<file path="src/rtl/cond_eval_pkg.sv">
package cond_eval_pkg;
  typedef enum logic [1:0] {
    POL_NEVER    = 2'd0,
    POL_IF_MATCH = 2'd1,
    POL_IF_MISS  = 2'd2,
    POL_ALWAYS   = 2'd3
  } policy_e;

  localparam int NUM_PURPOSE = 3;
  localparam int P_INTR      = 0;
  localparam int P_BRANCH    = 1;
  localparam int P_WAIT      = 2;
endpackage

</file>
<file path="src/rtl/sel_match.sv">
module sel_match #(
  parameter int STAT_W   = 4,
  parameter int SEL_W    = 32,
  parameter int MASK_LSB = 16
) (
  input  logic [SEL_W-1:0]  sel_word,
  input  logic [STAT_W-1:0] status,
  output logic              hit
);
  logic [STAT_W-1:0] mask;
  logic [STAT_W-1:0] value;

  always_comb begin
    mask  = sel_word[MASK_LSB +: STAT_W];
    value = sel_word[STAT_W-1:0];
    hit   = ((status & mask) == (value & mask));
  end
endmodule

</file>
<file path="src/rtl/policy_pick.sv">
module policy_pick
  import cond_eval_pkg::*;
(
  input  policy_e policy,
  input  logic    hit,
  output logic    fire
);
  always_comb begin
    unique case (policy)
      POL_NEVER:    fire = 1'b0;
      POL_IF_MATCH: fire = hit;
      POL_IF_MISS:  fire = ~hit;
      POL_ALWAYS:   fire = 1'b1;
      default:      fire = 1'b0;
    endcase
  end
endmodule

</file>
<file path="src/rtl/irq_hold.sv">
module irq_hold (
  input  logic clk,
  input  logic rst_n,
  input  logic set_req,
  input  logic clr_req,
  output logic irq
);
  logic irq_q;
  logic irq_d;

  always_comb begin
    irq_d = irq_q;
    if (set_req)      irq_d = 1'b1;
    else if (clr_req) irq_d = 1'b0;
  end

  always_ff @(posedge clk or negedge rst_n) begin
    if (!rst_n) irq_q <= 1'b0;
    else        irq_q <= irq_d;
  end

  assign irq = irq_q;
endmodule

</file>
<file path="src/rtl/status_cond_eval.sv">
module status_cond_eval
  import cond_eval_pkg::*;
#(
  parameter int STAT_W   = 4,
  parameter int SEL_W    = 32,
  parameter int MASK_LSB = 16,
  parameter int CMD_W    = 16,
  parameter int POL_W    = 2
) (
  input  logic              clk,
  input  logic              rst_n,
  input  logic              eval_req,
  input  logic [CMD_W-1:0]  cmd_word,
  input  logic [STAT_W-1:0] dev_status,
  input  logic [SEL_W-1:0]  intr_sel,
  input  logic [SEL_W-1:0]  branch_sel,
  input  logic [SEL_W-1:0]  wait_sel,
  input  logic              irq_clr,
  output logic              eval_done,
  output logic              do_intr,
  output logic              do_branch,
  output logic              do_wait,
  output logic              irq
);
  localparam int FIELDS_W = POL_W * NUM_PURPOSE;

  logic [SEL_W-1:0]       sel_arr [NUM_PURPOSE];
  logic [NUM_PURPOSE-1:0] hit_v;
  logic [NUM_PURPOSE-1:0] fire_v;
  logic [FIELDS_W-1:0]    fields;

  logic intr_d, branch_d, wait_d, done_d;
  logic intr_q, branch_q, wait_q, done_q;

  always_comb begin
    sel_arr[P_INTR]   = intr_sel;
    sel_arr[P_BRANCH] = branch_sel;
    sel_arr[P_WAIT]   = wait_sel;
    fields            = cmd_word[FIELDS_W-1:0];
  end

  // Interrupt owns the top field, wait the bottom one.
  for (genvar p = 0; p < NUM_PURPOSE; p++) begin : g_purpose
    localparam int LSB = POL_W * (NUM_PURPOSE - 1 - p);
    policy_e pol;
    assign pol = policy_e'(fields[LSB +: POL_W]);

    sel_match #(
      .STAT_W(STAT_W), .SEL_W(SEL_W), .MASK_LSB(MASK_LSB)
    ) u_match (
      .sel_word(sel_arr[p]),
      .status  (dev_status),
      .hit     (hit_v[p])
    );

    policy_pick u_pick (
      .policy(pol),
      .hit   (hit_v[p]),
      .fire  (fire_v[p])
    );
  end

  always_comb begin
    done_d   = eval_req;
    wait_d   = wait_q;
    intr_d   = intr_q;
    branch_d = branch_q;
    if (eval_req) begin
      wait_d   = fire_v[P_WAIT];
      intr_d   = fire_v[P_INTR]   & ~fire_v[P_WAIT];
      branch_d = fire_v[P_BRANCH] & ~fire_v[P_WAIT];
    end
  end

  always_ff @(posedge clk or negedge rst_n) begin
    if (!rst_n) begin
      done_q   <= 1'b0;
      wait_q   <= 1'b0;
      intr_q   <= 1'b0;
      branch_q <= 1'b0;
    end else begin
      done_q   <= done_d;
      wait_q   <= wait_d;
      intr_q   <= intr_d;
      branch_q <= branch_d;
    end
  end

  irq_hold u_irq (
    .clk    (clk),
    .rst_n  (rst_n),
    .set_req(eval_req & intr_d),
    .clr_req(irq_clr),
    .irq    (irq)
  );

  assign eval_done = done_q;
  assign do_intr   = intr_q;
  assign do_branch = branch_q;
  assign do_wait   = wait_q;
endmodule

</file>
<file path="config.mk">
export PLATFORM = sky130hd
export DESIGN_NAME = status_cond_eval
export DESIGN_NICKNAME = d
export VERILOG_FILES = /design/src/rtl/cond_eval_pkg.sv /design/src/rtl/sel_match.sv /design/src/rtl/policy_pick.sv /design/src/rtl/irq_hold.sv /design/src/rtl/status_cond_eval.sv
export SDC_FILE = /design/constraint.sdc
export NUM_CORES = 1
export LEC_CHECK = 0
export BUFFER_PORTS_ARGS = -buffer_cell sky130_fd_sc_hd__buf_2
export CAP_MARGIN = 5
export CORE_MARGIN = 3
export CORE_UTILIZATION = 18
export CTS_CLUSTER_SIZE = 14
export DETAILED_ROUTE_END_ITERATION = 7
export PLACE_DENSITY = 0.94
export SYNTH_ARGS = -nofsm -noshare
export SYNTH_HDL_FRONTEND = slang
export SYNTH_SLANG_ARGS = --single-unit
</file>
<file path="constraint.sdc">
create_clock -name clk -period 1.05 [get_ports clk]
set_input_delay 0.1575 -clock clk [delete_from_list [all_inputs] [get_ports clk]]
set_output_delay 0.1575 -clock clk [all_outputs]
set_load 0.05 [all_outputs]
</file>
### Word-level counts from Yosys, hierarchy flattened

Index checks and enable logic that the tools add are counted.
Widths: inputs -> output; s select.

| storage, ports and cells | value |
|---|---|
| register bits after elaboration | 5 |
| input port bits | 120 |
| output and inout port bits | 5 |
| logic and storage cells | 40 |

| operators by class | value |
|---|---|
| equality and inequality tests | 12 |
| multiplexer cells | 6 |
| bitwise logic cells | 13 |
| reduce and logical (&&, ||, !) cells | 4 |

Operators by type and width:

| operator | number |
|---|---|
| $and 4x4->4 | 6 |
| $eq 2x2->1 const B | 6 |
| $eq 4x4->1 | 3 |
| $pmux 1 s4 | 3 |
| $eq 2x1->1 const B | 3 |
| $logic_not 2->1 | 3 |
| $not 1->1 | 4 |
| $and 1x1->1 | 3 |
| $mux 1 | 3 |
| $reduce_bool 2->1 | 1 |

### Logic depth before layout (Yosys ltp)

Gate-level depths: netlist of the first run.

| depth | value |
|---|---|
| word-level depth | 9 |
| depth in mapped cells | 5 |
| mapped depth without buffers | 5 |

### Cells and area by module

Synthesis of the first run repeated with hierarchy kept, for this count alone.

| unflattened totals | value |
|---|---|
| cell total of the unflattened synthesis | 34 |
| area total of the unflattened synthesis | 401.6 µm² |

Modules (own cells, without submodules):

| module | times used | cells each | area an instance (µm²) | seq. area each (µm²) |
|---|---|---|---|---|
| sel_match | 3 | 6 | 58.8 | 0.0 |
| status_cond_eval | 1 | 10 | 143.9 | 100.1 |
| policy_pick | 3 | 1 | 15.0 | 0.0 |
| irq_hold | 1 | 3 | 36.3 | 25.0 |

### Worst setup path after synthesis of the first run

OpenSTA, ideal clock, no wires.

| timing path | value |
|---|---|
| path type | input-to-reg |
| from | in dev_status[2] |
| to | reg intr_q, in the netlist do_intr |
| library setup time | 129 ps |
| arrival time | 1,018 ps |
| required time | 921 ps |
| slack | -97 ps |
| cell stages on the path | 5 |
| path buffers | 0 |
| cells stage by stage | xor2_1 > a22o_1 > a221oi_2 > mux2i_1 > o22ai_1 |

| between the ends | value |
|---|---|
| word-level cells in the longest chain between the ends | 7 |
| elaborated cells between the ends (all ways) | 11 |
| classes of those cells | eq/ne (2); mux (3); bitwise (6) |

RTL lines:

| element | RTL line | source |
|---|---|---|
| start, declared | status_cond_eval.sv:14 | `input logic [STAT_W-1:0] dev_status,` |
| $and 4x4->4 | sel_match.sv:16 | `hit = ((status & mask) == (value & mask));` |
| $eq 4x4->1 | sel_match.sv:16 |  |
| $not 1->1 | policy_pick.sv:12 | `POL_IF_MISS: fire = ~hit;` |
| $pmux 1 s4 | policy_pick.sv:9 | `unique case (policy)` |
| $not 1->1 | status_cond_eval.sv:70 | `intr_d = fire_v[P_INTR] & ~fire_v[P_WAIT];` |
| $and 1x1->1 (*) | status_cond_eval.sv:70 |  |
| $mux 1 (*) | status_cond_eval.sv:68 | `if (eval_req) begin` |
| via intr_d | status_cond_eval.sv:32 | `logic intr_d, branch_d, wait_d, done_d;` |
| end signal, assigned | status_cond_eval.sv:84 | `intr_q <= intr_d;` |
| end, declared | status_cond_eval.sv:33 | `logic intr_q, branch_q, wait_q, done_q;` |

Mark *: on every way through the listed nets, which the timed path passes. The rest lies on a longest branch.
A chain may end at the register's enable or synchronous reset.

### Worst setup path after layout of the first run

| timing path | value |
|---|---|
| from | in intr_sel[2] |
| to | reg intr_q, in the netlist do_intr |

| between the ends | value |
|---|---|
| word-level cells in the longest chain between the ends | 6 |

RTL lines:

| element | RTL line | source |
|---|---|---|
| start, declared | status_cond_eval.sv:15 | `input logic [SEL_W-1:0] intr_sel,` |
| $and 4x4->4 (*) | sel_match.sv:16 |  |
| $eq 4x4->1 (*) | sel_match.sv:16 |  |
| $not 1->1 | policy_pick.sv:12 |  |
| $pmux 1 s4 (*) | policy_pick.sv:9 |  |
| $and 1x1->1 (*) | status_cond_eval.sv:70 |  |
| $mux 1 (*) | status_cond_eval.sv:68 |  |
| via intr_d | status_cond_eval.sv:32 |  |

Marks and branches as above.

==> results of run 1 <==
-- critical path, cell delays in order --
cell and delay [ns]:
buf_6 0.09, xor2_1 0.14, a22o_1 0.24, a221oi_2 0.20, mux2i_1 0.25, o22ai_1 0.10
-- state kept, by name (all words and copies together) (netlist names) --
| register | cells |
|---|---|
| do_wait | 1 |
| u_irq.irq | 1 |
| do_intr | 1 |
| do_branch | 1 |
| eval_done | 1 |
-- power by group through the flow --
stage	logic [uW]	clock network (uW)	registers [uW]
after floorplan	98.3	0	317
after global routing	357	238	232
after CTS	330	224	229
after global placement	309	0	230
final	330	214	228
after detailed placement	316	0	231
-- metal layers --
layer	wire [um]	track usage
met5	0	0
met2	575	0.146
met4	23	0.0655
met3	130	0.0233
met1	479	0.111
-- repair_timing --
| action | 4_1_cts | 5_1_grt |
|---|---|---|
| gates resized for setup | 7 | 2 |
| cloned | 0 | 0 |
| pin swaps | 6 | 2 |
| endpoints found under the hold margin | 5 | 0 |
| hold buffers | 1 | 0 |
| setup endpoints to repair | 4 | 4 |
-- through the flow --
stage | TNS, ns | cells
2_1_floorplan | -0.213 | 35
3_3_place_gp | -1.08 | 103
3_5_place_dp | -1.25 | 103
4_1_cts | -0.0840 | 108
5_1_grt | -0.403 | 108
6_report | -0.0434 | 108
-- final timing paths --
kind	endpoint	startpoint	cells after the start	slack, ns
setup / recovery	do_intr	intr_sel[2]	6	-0.03
hold / removal	eval_done	eval_req	1	0.08
setup reg to reg	do_wait	do_wait	1	0.40
hold reg to reg	do_wait	do_wait	1	0.48
max in group asynchronous	do_branch	rst_n	2	0.66
min in group asynchronous	eval_done	rst_n	2	0.26
-- cell families (layout without fill, tap and decap cells) --
family / after synthesis / in the layout / synth area share
flip-flops: 5 / 5 / 0.338
AO/OA/AOI/OAI: 11 / 11 / 0.260
XOR/XNOR: 12 / 12 / 0.284
multiplexers: 2 / 2 / 0.0541
AND/OR/NAND/NOR: 2 / 2 / 0.0338
buffers and inverters: 3 / 51 / 0.0304
-- cell usage in the layout, fill, tap and decap left out --
cell type	n
a22oi_1	1
o22ai_1	3
clkbuf_4	3
a21boi_1	1
a22oi_2	1
nand3b_1	1
a221oi_2	2
a22o_1	2
buf_8	1
mux2i_1	2
buf_6	3
buf_2	39
nand3_1	1
o21a_1	1
clkbuf_1	1
dfrtp_1	5
dlygate4sd3_1	1
inv_1	3
xor2_1	12
-- area by class of cell --
cell class                      instances  area, um^2
Fill cell                             199        1150
Timing Repair Buffer                   44         254
Multi-Input combinational cell         27         239
Sequential cell                         5         125
Tap cell                               25        31.3
Clock buffer                            4        26.3
Inverter                                3        11.3
==> results_dict.tcl, run 1 <==
set metrics [dict create \
    status "finished, violations left" \
    violations "setup timing" \
    slew_headroom 0.833 \
    crit_required_ns 1.15 \
    layout_setup_ws_ns -0.0343 \
    antenna_found_initial 0 \
    placed_area_um2 619 \
    power_density_nw_per_um2 1120 \
    dp_slack_ns -0.332 \
    drtAntennaViolNets 0 \
    synth.most_common_cell "xor2_1" \
    start_util 0.201 \
    routed_wl_mm 1.21 \
    combPwrFrac 0.427 \
    worst_pin_slew_ns 0.253 \
    crit_path_start_kind "primary input" \
    die_y_um 51.4 \
    post-route-min-period_ns 1.08 \
    avgSynthCellArea_um2 10.6 \
    swShare 0.348 \
    p_leak_uw 0.000364 \
    worstSetupPathType "primary input to flip-flop" \
    synth_area_um2 370 \
    fin_area_um2 687 \
    synth_top_cell_by_area "dfrtp_1" \
    crit_arrival_ns 1.19 \
    syn_nets 155 \
    cp_max_fo 2 \
    async_flop_share 1.00 \
    seq_power_share 0.296 \
    setup_viol 2 \
    cts-root-buf "clkbuf_4" \
    cts_tree "yes" \
    synth_area_leaders "dfrtp_1 34%, xor2_1 28%, a221oi_2 8.1%, mux2i_1 5.4%, o22ai_1 5.1%" \
    p_clk_frac 0.277 \
    nets 204 \
    antenna_cells 0 \
    grt.total_usage 0.0938 \
    drc 0 \
    period_share 1.03 \
    grt_overflow_total 0 \
    via_per_inst 3.99 \
    synth_enable_flop_cells 0 \
    synthTopCellsByCount "12 x xor2_1, 5 x dfrtp_1, 3 x inv_1, 3 x o22ai_1" \
    power.internal_uw 504 \
    via_count 431 \
    grt_pass1_vias 420 \
    ioPinCount 125 \
    end_kind "flip-flop" \
    core_um2 1840 \
    grt_max_degree 6 \
    grt_first_pass_wirelength_mm 1.79 \
    max_clock_freq_mhz 922 \
    worst_hold_slack_ns 0.0806 \
    dr.pass1.iters 4 \
    die_area_um2 2640 \
    hold_path_class "primary input to flip-flop" \
    cts.sinks 5 \
    slew_viol_final 0 \
    ys_types 12 \
    yosysTopAreaCellShare 0.338 \
    synth-seq-cells 5 \
    portBuffers 42 \
    max-cap-violations 0 \
    syn_inst 35 \
    die-width_um 51.4 \
    clock_skew_ns 0 \
    dp_hpwl_mm 1.11 \
    clockBufferDepth 2 \
    power_uw 772 \
    ir_drop_mv 0.338 \
    final_util 0.373 \
    post_cts.repair.setup_buffers 0 \
    place_congestion 0.759 \
    fp-row-count 15 \
    synthFlopType "dfrtp_1" \
    cts.htree.levels 1 \
    rsz0062_at_grt "yes" \
    routedWlPerCell_um 11.2 \
    ys_warn_count 0 \
    areaGrowthSynthToFinish_pct 85.5 \
    power_switching_uw 268 \
    clk_pin_slew_ns 0.04 \
    drtIter0Drc 2 \
    clk_latency_ns 0.23 \
    drive_gt1_frac 0.590 \
    cts_buffers 3 \
    hold_viol 0 \
    yosysSeqAreaShare 0.338 \
]
Power figures use the tool's default switching activity.
==> run 2, diff against run 1 <==
--- a/config.mk
+++ b/config.mk
@@ -11,7 +11,7 @@
 export CORE_UTILIZATION = 18
 export CTS_CLUSTER_SIZE = 14
 export DETAILED_ROUTE_END_ITERATION = 7
-export PLACE_DENSITY = 0.94
+export PLACE_DENSITY = 0.83
 export SYNTH_ARGS = -nofsm -noshare
 export SYNTH_HDL_FRONTEND = slang
 export SYNTH_SLANG_ARGS = --single-unit
==> run 2 against run 1 <==
The flow still finishes with violations (setup timing). Sequential power hardly changed. Non-clock buffer count stayed put. Clock skew stayed put. Fmax is 1.0% lower. Sequential share of layout area hardly changed. Worst hold slack better by 0.0010 ns. Critical path depth stayed put. Count of clock-buffer cells in the layout stayed put. Critical path type unchanged. Highest routed layer unchanged.
==> results_dict.tcl, run 2 (same netlist as run 1, synthesis figures left out) <==
set metrics [dict create \
    status "finished, violations left" \
    violations "setup timing" \
    areaGrowthSynthToFinish_pct 85.1 \
    via_count 448 \
    die-width_um 51.4 \
    worstSetupPathType "primary input to flip-flop" \
    nets 204 \
    cts.sinks 5 \
    slew_viol_final 0 \
    core_um2 1840 \
    crit_arrival_ns 1.22 \
    tns_ns -0.0803 \
    via_per_inst 4.15 \
    antenna_cells 0 \
    period_share 1.04 \
    cts_buffers 3 \
    placed_area_um2 619 \
    cts-root-buf "clkbuf_4" \
    hold_viol 0 \
    crit_required_ns 1.17 \
    start_util 0.201 \
    crit_path_start_kind "primary input" \
    drc 0 \
    clk_pin_slew_ns 0.04 \
    drive_gt1_frac 0.590 \
    ff_latch_area_um2 125 \
    fp-row-count 15 \
    p_leak_uw 0.000363 \
    dp_slack_ns -0.355 \
    post-route-min-period_ns 1.10 \
    routedWlPerCell_um 11.2 \
    post_cts.repair.setup_buffers 0 \
    max_clock_freq_mhz 913 \
    setup_viol 2 \
    clock_skew_ns 0 \
    grt_first_pass_wirelength_mm 1.84 \
    clockBufferDepth 2 \
    cp_max_fo 2 \
    hold_path_class "primary input to flip-flop" \
    layout_commonest_cell "buf_2" \
    dr.pass1.iters 2 \
    die_y_um 51.4 \
    ir_drop_mv 0.589 \
    fillers 208 \
    die_area_um2 2640 \
    ioPinCount 125 \
    place_congestion 0.749 \
    layout_setup_ws_ns -0.0453 \
    grt_pass1_vias 463 \
    fin_area_um2 686 \
    grt_max_degree 6 \
    multi_input_area_um2 239 \
    drtAntennaViolNets 0 \
    antenna_found_initial 0 \
    cts_tree "yes" \
    grt_overflow_total 0 \
    portBuffers 42 \
    max-cap-violations 0 \
    power_density_nw_per_um2 1140 \
    end_kind "flip-flop" \
    rsz0062_at_grt "yes" \
    routed_wl_mm 1.21 \
    drtIter0Drc 2 \
    grt.total_usage 0.0925 \
    worst_pin_slew_ns 0.258 \
    clk_latency_ns 0.24 \
    layout_common_cells "38 x buf_2, 12 x xor2_1, 5 x dfrtp_1" \
    slew_headroom 0.828 \
    cts.htree.levels 1 \
    power_uw 780 \
]
## run 2: cell count changes in the layout (fill, tap and decap cells not counted)
cell | previous run | this run
buf_8 | 1 | 0
buf_4 | 0 | 1
buf_6 | 3 | 4
buf_2 | 39 | 38
## run 2: per-stage QoR
stage | hold slack (ns) | utilization | cells
after CTS | 0.0711 | 0.373 | 108
final | 0.0816 | 0.373 | 108
after global placement | -0.0289 | 0.337 | 103
after global routing | 0.0723 | 0.373 | 108
after floorplan | -0.138 | - | 35
after detailed placement | -0.0245 | 0.337 | 103
## run 2: worst max-delay path: stages
cell and delay, ns:
buf_6 0.09, xor2_1 0.16, a22o_1 0.24, a221oi_2 0.20, mux2i_1 0.27, o22ai_1 0.10
## run 2: layer usage
layer	vias up	wire length, um	GRT usage	share of wire
met5	-	0	0	0
met3	2	124	0.0379	0.10
met2	28	583	0.157	0.48
met1	195	477	0.106	0.39
li1	223	-	-	-
met4	0	23	0.0262	0.019
## run 2: cell type report
class,instances,area share
flip-flops and latches,5,0.182
repair buffers,44,0.369
multi-input cells,27,0.349
well taps,25,0.0456
clock buffers,4,0.0383
inverters,3,0.0164
## run 2: worst paths after layout
path / startpoint / end / slack, ns / cells past startpoint
min: eval_req / eval_done / 0.08 / 1
min reg2reg: do_wait / do_wait / 0.48 / 1
min in group asynchronous: rst_n / do_intr / 0.25 / 2
max: intr_sel[2] / do_intr / -0.05 / 6
max in group asynchronous: rst_n / do_wait / 0.66 / 2
max reg2reg: do_wait / do_wait / 0.40 / 1
## run 2: report_power, final
group / total, uW / switching [uW] / internal, uW
clock network: 224 / 79.8 / 144
registers: 228 / 10.5 / 217
logic: 329 / 186 / 143
total: 780 / 276 / 504
## run 2: timing repair
| item | in CTS | in global routing |
|---|---|---|
| pin swaps | 10 | 1 |
| hold buffers | 1 | 0 |
| resized for setup | 8 | 0 |
| endpoints found under the hold margin | 5 | 0 |
| endpoints found under the setup margin | 4 | 4 |
